File: config.mk
export PLATFORM = sky130hd
export DESIGN_NAME = spi_xcvr
export DESIGN_NICKNAME = d
export VERILOG_FILES = /design/src/rtl/spi_xcvr_pkg.sv /design/src/rtl/spi_xcvr_clkdiv.sv /design/src/rtl/spi_xcvr_edgedet.sv /design/src/rtl/spi_xcvr_shifter.sv /design/src/rtl/spi_xcvr.sv
export SDC_FILE = /design/constraint.sdc
export NUM_CORES = 1
export LEC_CHECK = 0
export BUFFER_PORTS_ARGS = -buffer_cell sky130_fd_sc_hd__buf_2
export CORE_MARGIN = 8
export CORE_UTILIZATION = 54
export CTS_CLUSTER_DIAMETER = 100
export DETAILED_ROUTE_END_ITERATION = 8
export HOLD_SLACK_MARGIN = 0.12
export PLACE_DENSITY = 0.89
export SLEW_MARGIN = 20
export SYNTH_ARGS = -nofsm -noshare
export SYNTH_HDL_FRONTEND = slang
export SYNTH_HIERARCHICAL = 1
export SYNTH_SLANG_ARGS = --single-unit
File: constraint.sdc
create_clock -name clk -period 3.21 [get_ports clk]
set_input_delay 0.321 -clock clk [delete_from_list [all_inputs] [get_ports clk]]
set_output_delay 0.321 -clock clk [all_outputs]
set_load 0.03 [all_outputs]
File: src/rtl/spi_xcvr_pkg.sv
package spi_xcvr_pkg;

  typedef enum logic [1:0] {
    ROLE_OFF = 2'b00,
    ROLE_GEN = 2'b01,
    ROLE_FOL = 2'b10,
    ROLE_RSV = 2'b11
  } role_e;

  typedef struct packed {
    logic       swap;
    logic       lsb_first;
    role_e      role;
    logic       idle_hi;
    logic       late_phase;
    logic [1:0] div_sel;
  } settings_t;

  // half of the serial clock period, in system cycles
  function automatic int unsigned half_period(input logic [1:0] sel);
    case (sel)
      2'b00:   return 3;
      2'b01:   return 6;
      2'b10:   return 24;
      default: return 48;
    endcase
  endfunction

endpackage

File: src/rtl/spi_xcvr_clkdiv.sv
module spi_xcvr_clkdiv
  import spi_xcvr_pkg::*;
#(
  parameter int CNT_W = 6
) (
  input  logic       clk,
  input  logic       rst_n,
  input  logic       run,
  input  logic [1:0] sel,
  output logic       tick
);

  logic [CNT_W-1:0] cnt;
  logic [CNT_W-1:0] last;

  always_comb begin
    last = CNT_W'(half_period(sel) - 1);
    tick = run && (cnt == last);
  end

  always_ff @(posedge clk or negedge rst_n) begin
    if (!rst_n)             cnt <= '0;
    else if (!run || tick)  cnt <= '0;
    else                    cnt <= cnt + 1'b1;
  end

endmodule

File: src/rtl/spi_xcvr_edgedet.sv
module spi_xcvr_edgedet #(
  parameter int STAGES = 2
) (
  input  logic clk,
  input  logic rst_n,
  input  logic din,
  output logic edge_o
);

  logic [STAGES:0] pipe;

  always_ff @(posedge clk or negedge rst_n) begin
    if (!rst_n) pipe <= '0;
    else        pipe <= {pipe[STAGES-1:0], din};
  end

  assign edge_o = pipe[STAGES] ^ pipe[STAGES-1];

endmodule

File: src/rtl/spi_xcvr_shifter.sv
module spi_xcvr_shifter #(
  parameter int DW = 8
) (
  input  logic          clk,
  input  logic          rst_n,
  input  logic          lsb_first,
  input  logic          load,
  input  logic [DW-1:0] load_data,
  input  logic          shift,
  input  logic          sample,
  input  logic          in_bit,
  output logic          out_bit,
  output logic [DW-1:0] rx_word,
  output logic [DW-1:0] rx_next
);

  logic [DW-1:0] tx_sr;
  logic [DW-1:0] rx_sr;

  always_comb begin
    out_bit = lsb_first ? tx_sr[0] : tx_sr[DW-1];
    rx_next = lsb_first ? {in_bit, rx_sr[DW-1:1]} : {rx_sr[DW-2:0], in_bit};
    rx_word = rx_sr;
  end

  always_ff @(posedge clk or negedge rst_n) begin
    if (!rst_n) begin
      tx_sr <= '0;
      rx_sr <= '0;
    end else begin
      if (load)       tx_sr <= load_data;
      else if (shift) tx_sr <= lsb_first ? (tx_sr >> 1) : (tx_sr << 1);
      if (sample)     rx_sr <= rx_next;
    end
  end

endmodule

File: src/rtl/spi_xcvr.sv
module spi_xcvr
  import spi_xcvr_pkg::*;
#(
  parameter int DW          = 8,
  parameter int CNT_W       = 6,
  parameter int SYNC_STAGES = 2
) (
  input  logic          clk,
  input  logic          rst_n,
  input  logic          cfg_we,
  input  logic [7:0]    cfg_wdata,
  output logic [7:0]    cfg_rdata,
  input  logic          tx_valid,
  output logic          tx_ready,
  input  logic [DW-1:0] tx_data,
  output logic          rx_valid,
  input  logic          rx_ready,
  output logic [DW-1:0] rx_data,
  input  logic          ss_n,
  input  logic          sclk_i,
  output logic          sclk_o,
  output logic          sclk_oe,
  input  logic          mosi_i,
  output logic          mosi_o,
  output logic          mosi_oe,
  input  logic          miso_i,
  output logic          miso_o,
  output logic          miso_oe
);

  localparam int EDGES = 2 * DW;
  localparam int ECW   = $clog2(EDGES);

  settings_t      cfg;
  logic           is_gen, is_fol;
  logic           busy_g, phase;
  logic [ECW-1:0] ecnt;
  logic           tick_g, edge_s, ev, leading, sample_ev, change_ev, last_ev;
  logic           accept, tx_bit, rx_bit;
  logic [DW-1:0]  rx_word, rx_next;

  always_ff @(posedge clk or negedge rst_n) begin
    if (!rst_n)      cfg <= '0;
    else if (cfg_we) cfg <= settings_t'(cfg_wdata);
  end

  assign cfg_rdata = cfg;
  assign is_gen    = (cfg.role == ROLE_GEN);
  assign is_fol    = (cfg.role == ROLE_FOL);

  spi_xcvr_clkdiv #(.CNT_W(CNT_W)) u_div (
    .clk(clk), .rst_n(rst_n), .run(is_gen && busy_g), .sel(cfg.div_sel), .tick(tick_g)
  );

  spi_xcvr_edgedet #(.STAGES(SYNC_STAGES)) u_sync (
    .clk(clk), .rst_n(rst_n), .din(sclk_i), .edge_o(edge_s)
  );

  always_comb begin
    ev        = tick_g || (is_fol && !ss_n && edge_s);
    leading   = !ecnt[0];
    sample_ev = ev && (leading ^ cfg.late_phase);
    change_ev = ev && !(leading ^ cfg.late_phase) && (ecnt != '0);
    last_ev   = ev && (ecnt == ECW'(EDGES - 1));
    tx_ready  = (is_gen && !busy_g) || (is_fol && ecnt == '0);
    accept    = tx_valid && tx_ready;
  end

  always_ff @(posedge clk or negedge rst_n) begin
    if (!rst_n) begin
      busy_g <= 1'b0;
      phase  <= 1'b0;
      ecnt   <= '0;
    end else if ((!is_gen && !is_fol) || (is_fol && ss_n)) begin
      busy_g <= 1'b0;
      phase  <= 1'b0;
      ecnt   <= '0;
    end else begin
      if (accept && is_gen) busy_g <= 1'b1;
      if (ev) begin
        ecnt <= last_ev ? '0 : ecnt + 1'b1;
        if (is_gen)  phase  <= ~phase;
        if (last_ev) busy_g <= 1'b0;
      end
    end
  end

  spi_xcvr_shifter #(.DW(DW)) u_sh (
    .clk(clk), .rst_n(rst_n), .lsb_first(cfg.lsb_first),
    .load(accept), .load_data(tx_data), .shift(change_ev), .sample(sample_ev),
    .in_bit(rx_bit), .out_bit(tx_bit), .rx_word(rx_word), .rx_next(rx_next)
  );

  always_ff @(posedge clk or negedge rst_n) begin
    if (!rst_n) begin
      rx_valid <= 1'b0;
      rx_data  <= '0;
    end else if (last_ev) begin
      rx_valid <= 1'b1;
      rx_data  <= sample_ev ? rx_next : rx_word;
    end else if (rx_ready) begin
      rx_valid <= 1'b0;
    end
  end

  // pin roles: transmit on mosi when generator xor swap
  always_comb begin
    rx_bit  = (is_gen ^ cfg.swap) ? miso_i : mosi_i;
    mosi_o  = tx_bit;
    miso_o  = tx_bit;
    mosi_oe = (is_gen && !cfg.swap) || (is_fol && cfg.swap && !ss_n);
    miso_oe = (is_gen && cfg.swap) || (is_fol && !cfg.swap && !ss_n);
    sclk_o  = cfg.idle_hi ^ phase;
    sclk_oe = is_gen;
  end

endmodule

==> results of run 1 <==
==> final timing paths <==
path	cells after the start	endpoint	slack [ps]
max in group asynchronous	2	rx_valid	2270
worst max register to register	9	u_sh/tx_sr[4]	700
min in group asynchronous	2	u_sync/pipe[0]	560
worst min register to register	0	u_sync/pipe[1]	360
worst max-delay path	9	u_sh/tx_sr[4]	700
worst min-delay path	3	cfg_rdata[7]	240
==> cells by family (layout without fill, tap and decap cells) <==
kind of cell | Yosys count | after routing
adders and majority gates | 5 | 5
DFF | 48 | 48
xor gates and xnor gates | 8 | 8
muxes | 48 | 48
and+or+nand+nor | 61 | 61
buffers and inverters | 18 | 70
AOI/OAI and AO/OA | 31 | 31
==> timing repair <==
action                                 CTS  global route
endpoints found under the hold margin    1            48
hold buffers                             1             1
setup buffers                            0             0
==> sequential cells by signal, summed over array words and instances, names as in the netlist <==
register      cells
busy_g            1
cfg_rdata         8
ecnt              4
phase             1
rx_data           8
rx_valid          1
u_div/cnt         6
u_sh/rx_word      8
u_sh/tx_sr        8
u_sync/pipe       3
==> metrics by stage <==
step,util [%],setup WS [ps],hold slack [ps],power (mW),cells
finish,63.5,700,236,1.41,325
global placement,61.0,813,337,1.04,316
CTS,63.3,698,231,1.43,324
detailed placement,61.0,722,338,1.05,316
floorplan,-,452,25.4,0.961,219
global route,63.5,412,238,1.48,325
==> per-layer routing <==
layer | routed length (um) | GRT usage [%] | vias up
met5 | 0 | 0 | -
met3 | 229 | 4.54 | 7
met1 | 2170 | 16.2 | 890
li1 | - | - | 882
met4 | 95 | 6.37 | 0
met2 | 2560 | 25.7 | 40
==> worst reg2reg max path, cell delays in order, from the launching register on <==
cell and delay [ps]:
dfrtp_1 470, nor4b_2 300, o21ai_1 110, a32oi_2 330
and2_1 330, nor2_1 120, nor3_1 200, buf_4 180
nand2b_1 160, o211ai_1 220
==> layout by cell type, fill, tap and decap left out, drive strengths merged, types with 4 or more instances in the layout <==
cell	instances
a21oi	4
buf	52
clkbuf	7
dfrtp	48
ha	5
inv	9
mux2	41
mux2i	7
nand2	12
nand2b	4
nand3	9
nor2	9
nor3b	4
o211ai	7
o21ai	7
or3b	6
xor2	6
==> power groups by stage <==
stage	logic, mW	registers [mW]	clock network [mW]
final	0.312	0.724	0.378
after CTS	0.316	0.724	0.390
after global routing	0.341	0.734	0.410
after floorplan	0.228	0.733	0
after detailed placement	0.313	0.735	0
after global placement	0.306	0.731	0
==> final cells by class <==
type	instances	share of cell area (%)
sequential	48	40.3
clock buffer	7	3.23
timing repair buffer	54	9.82
tap	54	2.27
inverter	9	1.13
multi-input combinational	153	43.3
==> metrics.md, run 1 <==
| Metric | Value |
|---|---|
| Nets@finish | 301 |
| Synth area leaders | dfrtp_1 (46%), mux2_2 (16%), mux2i_1 (2.7%) |
| Cell family with most CP delay | simple AND/OR/NAND/NOR gates |
| Synth Area in Simple Gates | 14.5% |
| Cell Pwr Density | 474 nW/um^2 |
| CP required | 3420 ps |
| Pin count of the biggest net entering global routing | just under 50 |
| Worst-Skew Late Latency | 300 ps |
| Die area | 7280 um^2 |
| Initial core utilization | 55.3% |
| Final Hold Vio Count | 0 |
| GRT Util Overall | 14.8% |
| Crit path launch type | register |
| Final TNS setup | 0 ps |
| Vias in the first global route | approximately 1.9k |
| Die Wd | 85.3 um |
| Kind of critical path | reg -> reg |
| IO Port Bufs | 48 |
| Syn Nets | about 250 |
| Sequential share of the synthesized area | about 46% |
| GPL Wtd Cong | 0.864 |
| Status | completed |
| Cell Chain, Critical Path | nor4b_2 -> o21ai_1 -> a32oi_2 -> and2_1 -> nor2_1 -> nor3_1 -> buf_4 -> nand2b_1 -> o211ai_1 |
| #FFs+latches synth | 48 |
| Slew HR | 48.1% |
| Synth warnings | 6 |
| Mapped cell area | 2590 um^2 |
| Post-DRT Antenna Nets | 0 |
| Worst slew pin tran | 778 ps |
| Most used DFF post-synth | dfrtp_1 |
| Max cap viols | 0 |
| Worst reg2reg path startpoint | cfg_rdata[0] |
| Clk pwr share | 26.7% |
| Xor and xnor fraction of the mapped netlist area | 3.42% |
| Max incr delay on CP | 470 ps |
| Netlist cell types | 48 |
| Mux share of post-synthesis cell area | 20.8% |
| Worst hold-check path type | in -> reg |
| Clk slew on worst S/H paths | 80 ps |
| TritonCTS Sinks | 48 |
| DR vias/cell | 5.60 |
| Design Area, Final | about 3000 um^2 |
| Syn Inst Count | 219 |
| Share of cells above drive strength 1 | 41.0% |
| Synth top cells by count | dfrtp_1 (48), mux2_2 (36), nand2_1 (12) |
| Worst Setup SP | cfg_rdata[0] |
| Chip Height | ~85 um |
| DR pass1 iterations | 5 |
| CTS tree | done |
| Final period utilization | 78.2% |
| DRT iter0 DRCs | 67 |
| Remaining Overflow, GRT | 0 |
| Syn-to-layout area delta | 15.0% |
| Hold Path Origin | cfg_wdata[7] |
| Initial antenna violation count | 0 |
| RSZ-0062 raised after global routing | false |
| Max Buffers Root-to-Sink | 2 |
| Io pins | 49 |
| DRC | 0 |
| Core area | 4690 um^2 |
| Leading area contributor after synthesis | dfrtp_1 |
| Root buf cell | clkbuf_8 |
| Placed inst area | around 2900 um^2 |
| Setup crit end kind | register |
| Post-synth EDFFs | 0 |
| Syn avg cell area | 11.8 um^2 |
| Post-CTS Resized | 0 |
| Antenna Cells | 0 |
| Yosys top cell area share | 46.3% |
| Dpl hpwl | 3750 um |
| Critical-path maximum fanout | 11 |
| Switch Pwr | 0.407 mW |
| Slowest-stage cell, CP | dfrtp_1 |
| Synth Area in Compound Gates | 8.63% |
| Fill cells | 395 |
| Fin Clk Skew | about 5.4 ps |
| Fmax achieved | approximately 400 MHz |
| Lkg Pwr | 1.44 nW |
| Worst Path Buf+Inv | 1 |
| Final wirelength | ~5100 um |
| Most common cell in the synthesized netlist | dfrtp_1 |
| VDD IR-drop max | 0.000396 V |
| Finish-stage setup viols | 0 |
| Gate power share | 22.1% |
| Fraction of registers with async set/reset | 100% |
| Int Pwr | 1.01 mW |
| Sequential power share | 51.2% |
| Tmin final | 2510 ps |
| TritonCTS buffer count | 5 |
| Htree depth | 2 |
| Slew Limit Fails | 0 |
| Routed via count | 1819 |
| Post-synthesis adder-cell area fraction | 2.41% |
| Area occupied by multi-input gates | 1290 um^2 |
| Site Rows | 25 |
| Largest family of logic cells by synthesized area | multiplexers |
| Arrival @ worst endpoint | 2720 ps |
| FF+latch area | 1200 um^2 |
| Sw frac | roughly 29% |
| First-pass GRT wire length | ~8700 um |
| Drt wl/cell | 15.6 um |
Power figures use the tool's default switching activity.
==> inputs of run 2 (changes only) <==
Settings changed: CORE_UTILIZATION 54 to 50, PLACE_DENSITY 0.89 to 0.87.
Clock period 3.21 ns to 2.2 ns, I/O delays scaled along.
==> metrics.md, run 2 (synthesized netlist as in run 1, its figures left out) <==
| Metric | Value |
|---|---|
| Final wirelength | 5860 um |
| Cell Pwr Density | ~690 nW/um^2 |
| First-pass GRT wire length | about 9800 um |
| Final WS setup | between 80 and 90 ps |
| Crit path launch type | register |
| IO Port Bufs | 48 |
| Finish-stage setup viols | 0 |
| Initial core utilization | 51.4% |
| Vias in the first global route | ~2.1k |
| Core area | ~5000 um^2 |
| Post-DRT Antenna Nets | 0 |
| Lkg Pwr | 1.55 nW |
| Post-layout util | 64.0% |
| DRT iter0 DRCs | 119 |
| Share of cells above drive strength 1 | 48.4% |
| Final Power | 2.21 mW |
| Die Wd | 88.0 um |
| DP Worst Slack | 117 ps |
| Root buf cell | clkbuf_8 |
| Setup crit end kind | register |
| Minimum hold slack | 122 ps |
| Max cap viols | 0 |
| Dpl hpwl | 4250 um |
| Htree depth | 2 |
| Routed via count | 1937 |
| Tmin final | 2110 ps |
| Arrival @ worst endpoint | 2330 ps |
| DR pass1 iterations | 4 |
| Die area | 7750 um^2 |
| Max Buffers Root-to-Sink | 2 |
| Remaining Overflow, GRT | 0 |
| Slew Limit Fails | 0 |
| Drt wl/cell | about 16 um |
| Slew HR | 50.9% |
| Syn-to-layout area delta | 24.4% |
| Final period utilization | 95.9% |
| Kind of critical path | reg -> reg |
| Io pins | 49 |
| TritonCTS Sinks | 48 |
| Pin count of the biggest net entering global routing | 34 |
| GPL Wtd Cong | 0.851 |
| Initial antenna violation count | 0 |
| TritonCTS buffer count | 5 |
| Worst-Skew Late Latency | between 300 and 400 ps |
| Worst hold-check path type | in -> reg |
| DR vias/cell | roughly 5.4 |
| Status | completed |
| Final TNS setup | 0 ps |
| Clk slew on worst S/H paths | approximately 100 ps |
| Antenna Cells | 0 |
| CTS tree | done |
| Fill cells | 411 |
| DRC | 0 |
| GRT Util Overall | 16.2% |
| RSZ-0062 raised after global routing | true |
| Chip Height | approximately 88 um |
| Fin Clk Skew | 12.2 ps |
| Final Hold Vio Count | 0 |
| VDD IR-drop max | 0.000534 V |
| Site Rows | 26 |
| Critical-path maximum fanout | 6 |
| CP required | between 2000 and 2500 ps |
| Most common cell after layout, fill and taps aside | buf_2 |
| Fmax achieved | approximately 470 MHz |
| Worst slew pin tran | 736 ps |
| Area occupied by multi-input gates | 1350 um^2 |
| Most frequent cells in the layout | buf_2 (49), dfrtp_1 (42), mux2_2 (33) |
| FF+latch area | 1210 um^2 |
| Worst reg-to-reg setup slack | 90 ps |
| Nets@finish | 318 |
## run 2: cell types whose count changed in the layout (fill, tap and decap cells not counted), moves of 2 or more
cell,before,now
dlygate4sd3_1,2,5
mux2_2,36,33
mux2_4,2,6
buf_2,47,49
clkbuf_8,7,5
dfrtp_1,48,42
dfrtp_2,0,6
buf_4,5,16
## run 2: cell type report
cell class | instances | share of cell area, %
sequential | 48 | 37.5
tap | 70 | 2.71
multi-input combinational | 153 | 42.0
inverter | 9 | 1.05
clock buffer | 6 | 2.25
clock inverter | 2 | 1.09
timing repair buffer | 71 | 13.5
## run 2: stage by stage
| stage | instance area, um^2 | instances |
|---|---|---|
| 2_1_floorplan | 2670 | 219 |
| 3_3_place_gp | 3040 | 344 |
| 3_5_place_dp | 3040 | 344 |
| 4_1_cts | 3170 | 354 |
| 5_1_grt | 3230 | 359 |
| 6_report | 3230 | 359 |
## run 2: what timing repair did
item / 4_1_cts / 5_1_grt
gates resized for setup: 0 / 6
hold buffers: 2 / 3
endpoints found under the hold margin: 32 / 3
endpoints found under the setup margin: 0 / 8
setup buffers: 0 / 1
## run 2: critical path: stages, from the launching register on
cell and delay [ps]:
dfrtp_2 450, nor4_2 280, o21ai_1 120, a32oi_2 200
and2_4 220, nor2_4 50, nor3_2 180, buf_4 180
nand3b_1 120, a31oi_2 230
## run 2: power breakdown
part           switching, mW  internal [mW]  leakage [nW]
combinational          0.259          0.255         0.876
sequential            0.0864          0.967         0.618
clock                  0.308          0.338        0.0552
## run 2: path summary, 6_finish.rpt
path	from	cells past startpoint	endpoint
min	tx_data[3]	3	u_sh/tx_sr[3]
max reg2reg	u_div/cnt[5]	9	u_sh/tx_sr[7]
max in group asynchronous	rst_n	3	rx_data[6]
min reg2reg	u_sync/pipe[0]	0	u_sync/pipe[1]
min in group asynchronous	rst_n	2	u_sh/tx_sr[1]
max	u_div/cnt[5]	9	u_sh/tx_sr[7]
## run 2: metal layers
layer | GRT usage [%] | routed length [um]
met5 | 0 | 0
met3 | 4.88 | 339
met4 | 5.84 | 116
met2 | 28.1 | 2860
met1 | 18.4 | 2540
==> inputs of run 3 (changes only) <==
Settings changed: CORE_UTILIZATION 50 to 54, PLACE_DENSITY 0.87 to 0.89.
Clock period 2.2 ns to 2 ns, I/O delays scaled along.
==> metrics.md, run 3 (synthesized netlist as in run 1, its figures left out) <==
| Metric | Value |
|---|---|
| Clk slew on worst S/H paths | approximately 90 ps |
| Remaining Overflow, GRT | 0 |
| Most frequent cells in the layout | buf_2 (48), dfrtp_1 (41), buf_4 (26) |
| Die Wd | between 80 and 90 um |
| Cell Pwr Density | 720 nW/um^2 |
| Slew Limit Fails | 0 |
| CTS tree | done |
| Post-layout util | 73.9% |
| Final Hold Vio Count | 0 |
| TritonCTS buffer count | 5 |
| DR pass1 iterations | 4 |
| First-pass GRT wire length | 10100 um |
| Critical-path maximum fanout | 6 |
| DP Worst Slack | -132 ps |
| Io pins | between 40 and 50 |
| Worst-Skew Late Latency | approximately 300 ps |
| Final WS setup | -68.3 ps |
| Site Rows | 25 |
| Pin count of the biggest net entering global routing | 49 |
| Slew HR | 59.6% |
| Share of cells above drive strength 1 | about half |
| Core area | 4690 um^2 |
| Drt wl/cell | between 15 and 20 um |
| Root buf cell | clkbuf_8 |
| Post-DRT Antenna Nets | 0 |
| Max Buffers Root-to-Sink | 2 |
| Htree depth | 2 |
| Nets@finish | 335 |
| Chip Height | approximately 85 um |
| Post-route insts no fill | 360 |
| Fmax achieved | 483 MHz |
| Die area | between 7000 and 8000 um^2 |
| Fin Clk Skew | between 6 and 7 ps |
| Finish-stage setup viols | 16 |
| Failing checks | setup timing |
| GPL Wtd Cong | 0.811 |
| Initial antenna violation count | 0 |
| Initial core utilization | 55.3% |
| TritonCTS Sinks | 48 |
| VDD IR-drop max | 0.000485 V |
| DRC | 0 |
| Most common cell after layout, fill and taps aside | buf_2 |
| Setup crit end kind | register |
| Kind of critical path | reg -> reg |
| DRT iter0 DRCs | between 100 and 150 |
| Arrival @ worst endpoint | 2260 ps |
| Worst hold-check path type | in -> reg |
| Status | complete, but fails checks |
| Routed via count | around 2.0k |
| Placed insts | 337 |
| RSZ-0062 raised after global routing | true |
| GRT Util Overall | ~17% |
| Lkg Pwr | about 1.7 nW |
| Worst slew pin tran | around 600 ps |
| IO Port Bufs | 48 |
| CP required | 2200 ps |
| Max cap viols | 0 |
| Antenna Cells | 0 |
| Dpl hpwl | ~4200 um |
| DR vias/cell | approximately 5.6 |
| Final Power | approximately 2.5 mW |
| Vias in the first global route | roughly 2k |
| Final wirelength | about 6000 um |
| Syn-to-layout area delta | 33.7% |
| Crit path launch type | register |
| Tmin final | slightly above 2000 ps |
| Final period utilization | 103% |
| Final TNS setup | -536 ps |
[run 3: cell count changes in the layout (fill, tap and decap cells not counted), moves of 2 or more]
cell	previous run	this run
buf_6	0	2
or3b_4	0	6
dlygate4sd3_1	5	10
mux2_2	33	19
buf_4	16	26
mux2_4	6	20
or3b_2	6	0
[run 3: stage by stage]
stage | hold WS [ps] | area [um^2]
floorplan | -95.6 | 2740
global placement | 310 | 3140
detailed placement | 309 | 3140
CTS | 121 | 3430
global route | 118 | 3470
finish | 125 | 3470
[run 3: worst paths after layout]
| path | slack, ps | depth (start not counted) | endpoint | startpoint |
|---|---|---|---|---|
| min in group asynchronous | 510 | 3 | cfg_rdata[2] | rst_n |
| setup / recovery | -70 | 9 | rx_data[4] | cfg_rdata[1] |
| max in group asynchronous | 1030 | 3 | u_div/cnt[3] | rst_n |
| setup reg to reg | -70 | 9 | rx_data[4] | cfg_rdata[1] |
| hold / removal | 130 | 2 | cfg_rdata[0] | cfg_wdata[0] |
| hold reg to reg | 350 | 0 | u_sync/pipe[1] | u_sync/pipe[0] |
[run 3: worst max-delay path, cell delays in order, from the launching register on]
cell and delay, ps:
dfrtp_2 460, buf_4 150, nor2_1 90, nand3_1 100, a32oi_2 240, and2_4 220
inv_4 40, a21oi_4 210, buf_12 160, mux2_4 290
[run 3: what timing repair did]
action | CTS | global route
setup endpoints to repair | 24 | 27
hold endpoints to repair | 57 | 0
hold buffers | 10 | 0
gates resized for setup | 14 | 4
pin swaps | 12 | 5
setup buffers | 4 | 3
[run 3: cell type report]
cell class	instances	area, um^2
Clock inverter	3	42.5
Timing Repair Buffer	88	598
Sequential cell	48	1210
Clock buffer	5	68.8
Tap cell	54	67.6
Inverter	9	36.3
Fill cell	322	1220
Multi-Input combinational cell	153	1450
[run 3: layer usage]
metal  vias up  track usage [%]  wire length [um]
met1       988             21.6              2640
met2        74             28.5              2980
met5         -                0                 0
li1        956                -                 -
met3        11             4.15               338
met4         0             5.89               103
[run 3: power breakdown]
part           leakage [nW]  internal (mW)  total [mW]  switching, mW
clock                0.0541          0.370       0.705          0.334
combinational          1.01          0.334       0.635          0.300
sequential            0.617           1.06        1.16         0.0928
total                  1.68           1.77        2.50          0.728
